===== src/rtl/alu8_pkg.sv =====
package alu8_pkg;
    typedef enum logic [2:0] {
        OP_ADD = 3'd0,
        OP_SUB = 3'd1,
        OP_AND = 3'd2,
        OP_OR  = 3'd3,
        OP_XOR = 3'd4,
        OP_RLC = 3'd5,
        OP_RRC = 3'd6,
        OP_NOT = 3'd7
    } alu_op_e;

    typedef struct packed {
        logic c;
        logic dc;
        logic z;
    } flag_s;

    typedef struct packed {
        logic upd_c;
        logic upd_dc;
        logic upd_z;
    } flag_mask_s;
endpackage


===== src/rtl/alu8_datapath.sv =====
module alu8_datapath
    import alu8_pkg::*;
#(
    parameter int WIDTH = 8
) (
    input  alu_op_e          op,
    input  logic [WIDTH-1:0] acc,
    input  logic [WIDTH-1:0] opnd,
    input  logic             carry_in,
    output logic [WIDTH-1:0] res,
    output flag_s            flg,
    output flag_mask_s       mask
);
    localparam int HALF = WIDTH / 2;

    logic [WIDTH-1:0] addend;
    logic             cin;
    logic [WIDTH:0]   sum_full;
    logic [HALF:0]    sum_low;

    // subtraction: operand + ~acc + 1, flags straight from that sum
    always_comb begin
        addend   = (op == OP_SUB) ? ~acc : acc;
        cin      = (op == OP_SUB);
        sum_full = {1'b0, opnd} + {1'b0, addend} + {{WIDTH{1'b0}}, cin};
        sum_low  = {1'b0, opnd[HALF-1:0]} + {1'b0, addend[HALF-1:0]}
                 + {{HALF{1'b0}}, cin};
    end

    always_comb begin
        res     = '0;
        flg.c   = carry_in;
        flg.dc  = sum_low[HALF];
        mask    = '{upd_c: 1'b0, upd_dc: 1'b0, upd_z: 1'b1};
        unique case (op)
            OP_ADD, OP_SUB: begin
                res   = sum_full[WIDTH-1:0];
                flg.c = sum_full[WIDTH];
                mask  = '{upd_c: 1'b1, upd_dc: 1'b1, upd_z: 1'b1};
            end
            OP_AND: res = acc & opnd;
            OP_OR:  res = acc | opnd;
            OP_XOR: res = acc ^ opnd;
            OP_NOT: res = ~opnd;
            OP_RLC: begin
                res   = {opnd[WIDTH-2:0], carry_in};
                flg.c = opnd[WIDTH-1];
                mask  = '{upd_c: 1'b1, upd_dc: 1'b0, upd_z: 1'b0};
            end
            OP_RRC: begin
                res   = {carry_in, opnd[WIDTH-1:1]};
                flg.c = opnd[0];
                mask  = '{upd_c: 1'b1, upd_dc: 1'b0, upd_z: 1'b0};
            end
            default: res = '0;
        endcase
        flg.z = (res == '0);
    end
endmodule


===== src/rtl/alu8_flags.sv =====
module alu8_flags
    import alu8_pkg::*;
(
    input  logic       clk,
    input  logic       rst_n,
    input  logic       upd_en,
    input  flag_s      nxt,
    input  flag_mask_s mask,
    output flag_s      cur
);
    always_ff @(posedge clk) begin
        if (!rst_n) begin
            cur <= '0;
        end else if (upd_en) begin
            if (mask.upd_c)  cur.c  <= nxt.c;
            if (mask.upd_dc) cur.dc <= nxt.dc;
            if (mask.upd_z)  cur.z  <= nxt.z;
        end
    end
endmodule


===== src/rtl/alu8_unit.sv =====
module alu8_unit
    import alu8_pkg::*;
#(
    parameter int WIDTH = 8
) (
    input  logic             clk,
    input  logic             rst_n,
    input  logic             op_valid,
    input  logic [2:0]       op_code,
    input  logic             use_imm,
    input  logic [WIDTH-1:0] imm,
    input  logic [WIDTH-1:0] file_in,
    input  logic             dest_file,
    output logic [WIDTH-1:0] w_out,
    output logic             carry,
    output logic             dcarry,
    output logic             zero,
    output logic             file_wr_en,
    output logic [WIDTH-1:0] file_wr_data
);
    logic [WIDTH-1:0] acc_q;
    logic [WIDTH-1:0] opnd;
    logic [WIDTH-1:0] res;
    flag_s            flg_nxt;
    flag_s            flg_q;
    flag_mask_s       mask;

    assign opnd = use_imm ? imm : file_in;

    alu8_datapath #(.WIDTH(WIDTH)) u_dp (
        .op       (alu_op_e'(op_code)),
        .acc      (acc_q),
        .opnd     (opnd),
        .carry_in (flg_q.c),
        .res      (res),
        .flg      (flg_nxt),
        .mask     (mask)
    );

    alu8_flags u_flags (
        .clk    (clk),
        .rst_n  (rst_n),
        .upd_en (op_valid),
        .nxt    (flg_nxt),
        .mask   (mask),
        .cur    (flg_q)
    );

    always_ff @(posedge clk) begin
        if (!rst_n) begin
            acc_q        <= '0;
            file_wr_en   <= 1'b0;
            file_wr_data <= '0;
        end else begin
            file_wr_en <= op_valid && dest_file;
            if (op_valid && dest_file) file_wr_data <= res;
            if (op_valid && !dest_file) acc_q <= res;
        end
    end

    assign w_out  = acc_q;
    assign carry  = flg_q.c;
    assign dcarry = flg_q.dc;
    assign zero   = flg_q.z;
endmodule


===== config.mk =====
export PLATFORM = sky130hd
export DESIGN_NAME = alu8_unit
export DESIGN_NICKNAME = d
export VERILOG_FILES = /design/src/rtl/alu8_pkg.sv /design/src/rtl/alu8_datapath.sv /design/src/rtl/alu8_flags.sv /design/src/rtl/alu8_unit.sv
export SDC_FILE = /design/constraint.sdc
export NUM_CORES = 1
export LEC_CHECK = 0
export BUFFER_PORTS_ARGS = -buffer_cell sky130_fd_sc_hd__buf_2
export CAP_MARGIN = 40
export CORE_MARGIN = 1.5
export CORE_UTILIZATION = 57
export CTS_BUF_LIST = sky130_fd_sc_hd__clkbuf_4 sky130_fd_sc_hd__clkbuf_8
export CTS_CLUSTER_DIAMETER = 100
export CTS_CLUSTER_SIZE = 16
export DETAILED_ROUTE_END_ITERATION = 10
export PLACE_DENSITY = 0.83
export SYNTH_ARGS = -nofsm -noshare
export SYNTH_HDL_FRONTEND = slang
export SYNTH_SLANG_ARGS = --single-unit

===== constraint.sdc =====
create_clock -name clk -period 3.05 [get_ports clk]
set_input_delay 0.305 -clock clk [delete_from_list [all_inputs] [get_ports clk]]
set_output_delay 0.305 -clock clk [all_outputs]
set_load 0.02 [all_outputs]

==> Implementation_results.wiki <==
{| class="wikitable"
! Metric !! Value
|-
| Post-Syn Area per Cell || 8.08 um2
|-
| Final total negative setup slack || 0 ns
|-
| Final global-route overflow total || 0
|-
| Initial standard-cell utilization of the core || 59.6%
|-
| Count of port buffers added during placement || 43
|-
| Clock tree from TritonCTS || yes
|-
| Iteration-0 DRC Markers || between 200 and 250
|-
| Final Hold Fails || 0
|-
| Endpoint required time on the critical path || 3.21 ns
|-
| Synth-to-Final Area Change || 16.6%
|-
| Count of yosys warnings during synthesis || 0
|-
| Gp weighted congestion || ~0.93
|-
| Class of the tightest hold or removal check || input pin to flip-flop
|-
| Worst hold start || rst_n
|-
| Net switching component of the power || around 340 uW
|-
| Avg Vias per Cell || about 6.1
|-
| Cell area after technology mapping || ~2200 um2
|-
| Seq cells post-synth || 20
|-
| Top fanout value on the critical path || 8
|-
| IR drop worst, VDD || 0.305 mV
|-
| Setup violators final || 0
|-
| Count of hold-fix buffers inserted at cts || 0
|-
| Clk pwr share || between 20% and 30%
|-
| Wire length reported by the detailed router || 5830 um
|-
| Data arrival time at the worst-slack endpoint || 2.94 ns
|-
| Number of antenna violations at the first check in global routing || 0
|-
| Post-route setup slack || 0.267 ns
|-
| Final period demand of the worst path || 2.78 ns
|-
| Part of the power in combinational logic || 45.9%
|-
| Lkg Pwr || 0.00117 uW
|-
| Maximum number of pins on one net before global-route repair || 41
|-
| Critical path class || input pin to flip-flop
|-
| Pwr dens || ~360 nW/um2
|-
| Slew @ Worst Pin || just under 0.5 ns
|-
| Path depth of the worst reg2reg path || 10
|-
| Number of global-route vias before repair || 2192
|-
| Reg-to-Reg Start || w_out[0]
|-
| H-tree depth || 1
|-
| Internal || 579 uW
|-
| Gr usage total || 30.3%
|-
| Die X || 64.9 um
|-
| Kind of launch point of the worst setup path || input pin
|-
| Sequential area share after synthesis || 18.3%
|-
| Diodes inserted || 0
|-
| Number of violations of the max-capacitance limit || 0
|-
| Worst hold endpoint || w_out[7]
|-
| Drc violations || 0
|-
| Floorplan core area || 3660 um2
|-
| Detailed placement HPWL || roughly 4600 um
|-
| Die Span Y || 64.9 um
|-
| Synthesized net count || roughly 320
|-
| Worst Hold Depth || 3
|-
| Global-route wire length before repair || approximately 10000 um
|-
| Type of destination of the critical path || flip-flop
|-
| Count of flip-flops with a built-in enable after synthesis || 0
|-
| Worst-case clock buffer depth || 2
|-
| Outcome || complete, no violations
|-
| Final setup skew || 0.00426 ns
|-
| Ports || 44
|-
| Final #Nets || 366
|-
| TritonCTS buffer count || 3
|-
| Sequential fraction of design power || 32.3%
|-
| Setup Buffers After CTS || 0
|-
| Reg2reg setup slack || 0.62 ns
|-
| Number of instances in the synthesized netlist || 270
|-
| Total vias in the final route || 2211
|-
| Site row count || 22
|-
| Dominant register cell in the synthesized netlist || sky130_fd_sc_hd__dfxtp_1
|-
| Clock root cell || sky130_fd_sc_hd__clkbuf_8
|-
| Number of pins with negative max-slew slack in the final report || 0
|-
| Worst reg2reg endpoint || u_flags.cur[0]
|-
| Period utilisation layout || between 90% and 100%
|-
| RSZ-0062 raised after global routing || no
|-
| Post-cts gate resize count || 0
|-
| Relative slew slack || 67.1%
|-
| Wire length per cell after detailed routing || 16.0 um
|-
| CTS sink count || 20
|-
| TritonRoute pass-1 iters || 5
|-
| Clock slew at the register clock pins of the worst setup and hold paths || 0.07 ns
|-
| Clk_lat worst skew || 0.26 ns
|-
| Die footprint || ~4200 um2
|-
| Layout cell share with drive strength beyond 1 || 25.6%
|-
| Share of flip-flops with an asynchronous set or reset after synthesis || 0%
|-
| Number of routed nets with antenna violations || 0
|-
| Worst slack after detailed placement || approximately 0.016 ns
|-
| Switching power share of the total || 37.3%
|-
| Unique cell type count in the Yosys netlist || 58
|-
| Post-Route Hold Slack || approximately 0.34 ns
|-
| Max Fclk || 359 MHz
|}
==> layout make-up <==
class,count,area (um2)
Clock buffer,4,55.1
Fill cell,306,1120
Inverter,25,93.8
Multi-Input combinational cell,208,1590
Sequential cell,20,400
Tap cell,48,60.1
Timing Repair Buffer,60,343
==> placed cells by master, fill, tap and decap left out, types with 2 or more instances in the layout <==
cell type                  instances
sky130_fd_sc_hd__o22ai_1           2
sky130_fd_sc_hd__nand2_1          19
sky130_fd_sc_hd__nor3b_1           2
sky130_fd_sc_hd__ha_1             23
sky130_fd_sc_hd__buf_4            17
sky130_fd_sc_hd__mux2i_1           7
sky130_fd_sc_hd__inv_1            25
sky130_fd_sc_hd__a311oi_1          2
sky130_fd_sc_hd__a21o_1            2
sky130_fd_sc_hd__xnor2_1           9
sky130_fd_sc_hd__a21boi_0          3
sky130_fd_sc_hd__o31ai_1           2
sky130_fd_sc_hd__a211o_1           2
sky130_fd_sc_hd__and4_1            3
sky130_fd_sc_hd__clkbuf_8          4
sky130_fd_sc_hd__nand4_1           3
sky130_fd_sc_hd__o221ai_1          2
sky130_fd_sc_hd__xor2_1            2
sky130_fd_sc_hd__o21a_1            2
sky130_fd_sc_hd__dfxtp_1          20
sky130_fd_sc_hd__mux2i_2           2
sky130_fd_sc_hd__a21oi_1          22
sky130_fd_sc_hd__a211oi_1         12
sky130_fd_sc_hd__nor2b_1           7
sky130_fd_sc_hd__mux4_2            3
sky130_fd_sc_hd__buf_2            43
sky130_fd_sc_hd__nor2_1           27
sky130_fd_sc_hd__a22oi_1           2
sky130_fd_sc_hd__mux2i_4           2
sky130_fd_sc_hd__o21ai_0           9
sky130_fd_sc_hd__nor3_1            6
sky130_fd_sc_hd__nand2b_1          7
==> per-layer routing <==
metal	track usage (%)	share of wire [%]	vias up
li1	-	-	1056
met1	40.4	44	1055
met2	49.2	48	85
met3	4.34	5.0	15
met4	11.4	2.5	0
met5	0	0	-
==> synth_stat cells (all sizes together) (2+ instances only) <==
cell type   n  area, um2
a21oi      22        110
a311oi      2       17.5
a211oi     12       90.1
and4        3       26.3
nand2b      7       43.8
nor2b       7       43.8
mux2i      11        143
clkbuf      6       22.5
a21boi      3       22.5
o21ai       9       45.0
nor3        7       40.0
or3b        2       17.5
a21o        2       15.0
a31oi       2       27.5
o22ai       3       25.0
nor3b       2       15.0
o221ai      3       32.5
nand2      19       71.3
a22oi       2       15.0
buf        11       72.6
o31ai       2       15.0
nor2       28        108
a211o       2       17.5
xnor2       9       78.8
inv        25       93.8
o21a        2       15.0
dfxtp      20        400
xor2        2       17.5
nand4       3       18.8
mux4        3       67.6
ha         23        288
==> stage by stage <==
| step | area [um2] | power (uW) | utilization (%) | instances |
|---|---|---|---|---|
| after floorplan | 2180 | 593 | - | 270 |
| after global placement | 2480 | 704 | 67.8 | 360 |
| after detailed placement | 2490 | 720 | 68.0 | 361 |
| after CTS | 2540 | 917 | 69.5 | 365 |
| after global routing | 2540 | 980 | 69.5 | 365 |
| final | 2540 | 924 | 69.5 | 365 |
==> worst max-delay path by stage <==
stage | from | endpoint | slack (ns) | cells after the start
6_report | op_code[2] | u_flags.cur[0] | 0.27 | 11
5_1_grt | op_code[2] | u_flags.cur[0] | 0.07 | 11
4_1_cts | op_code[2] | u_flags.cur[0] | 0.29 | 11
3_5_place_dp | op_code[2] | u_flags.cur[0] | 0.02 | 11
2_1_floorplan | op_code[2] | u_flags.cur[0] | 0.31 | 11
3_3_place_gp | op_code[2] | u_flags.cur[0] | 0.1 | 11
==> sequential cells by signal, indices dropped and copies added (netlist names) <==
register / cells
w_out: 8
file_wr_en: 1
u_flags.cur: 3
file_wr_data: 8
==> critical path, cell delays in order <==
cell and delay (ns):
sky130_fd_sc_hd__buf_2 0.10, sky130_fd_sc_hd__or3b_1 0.57, sky130_fd_sc_hd__xnor2_1 0.32, sky130_fd_sc_hd__fa_1 0.26, sky130_fd_sc_hd__a21o_1 0.16, sky130_fd_sc_hd__nand4_1 0.16, sky130_fd_sc_hd__a211o_1 0.31, sky130_fd_sc_hd__and4_1 0.22
sky130_fd_sc_hd__nor4b_1 0.14, sky130_fd_sc_hd__and3_1 0.18, sky130_fd_sc_hd__a31o_1 0.21
==> cells by family after synthesis <==
group | synth area share [%]
AOI/OAI and AO/OA | 24.6
muxes | 10.1
xor gates and xnor gates | 4.42
DFF | 18.3
and+or+nand+nor | 19.7
buffers and inverters | 8.66
adders and majority gates | 14.1
==> power by group through the flow <==
| stage | registers (uW) | logic (uW) | clock network [uW] |
|---|---|---|---|
| after floorplan | 320 | 272 | 0 |
| after global placement | 304 | 401 | 0 |
| after detailed placement | 304 | 416 | 0 |
| after CTS | 298 | 418 | 201 |
| after global routing | 301 | 470 | 210 |
| final | 299 | 424 | 201 |
Power figures use the tool's default switching activity.
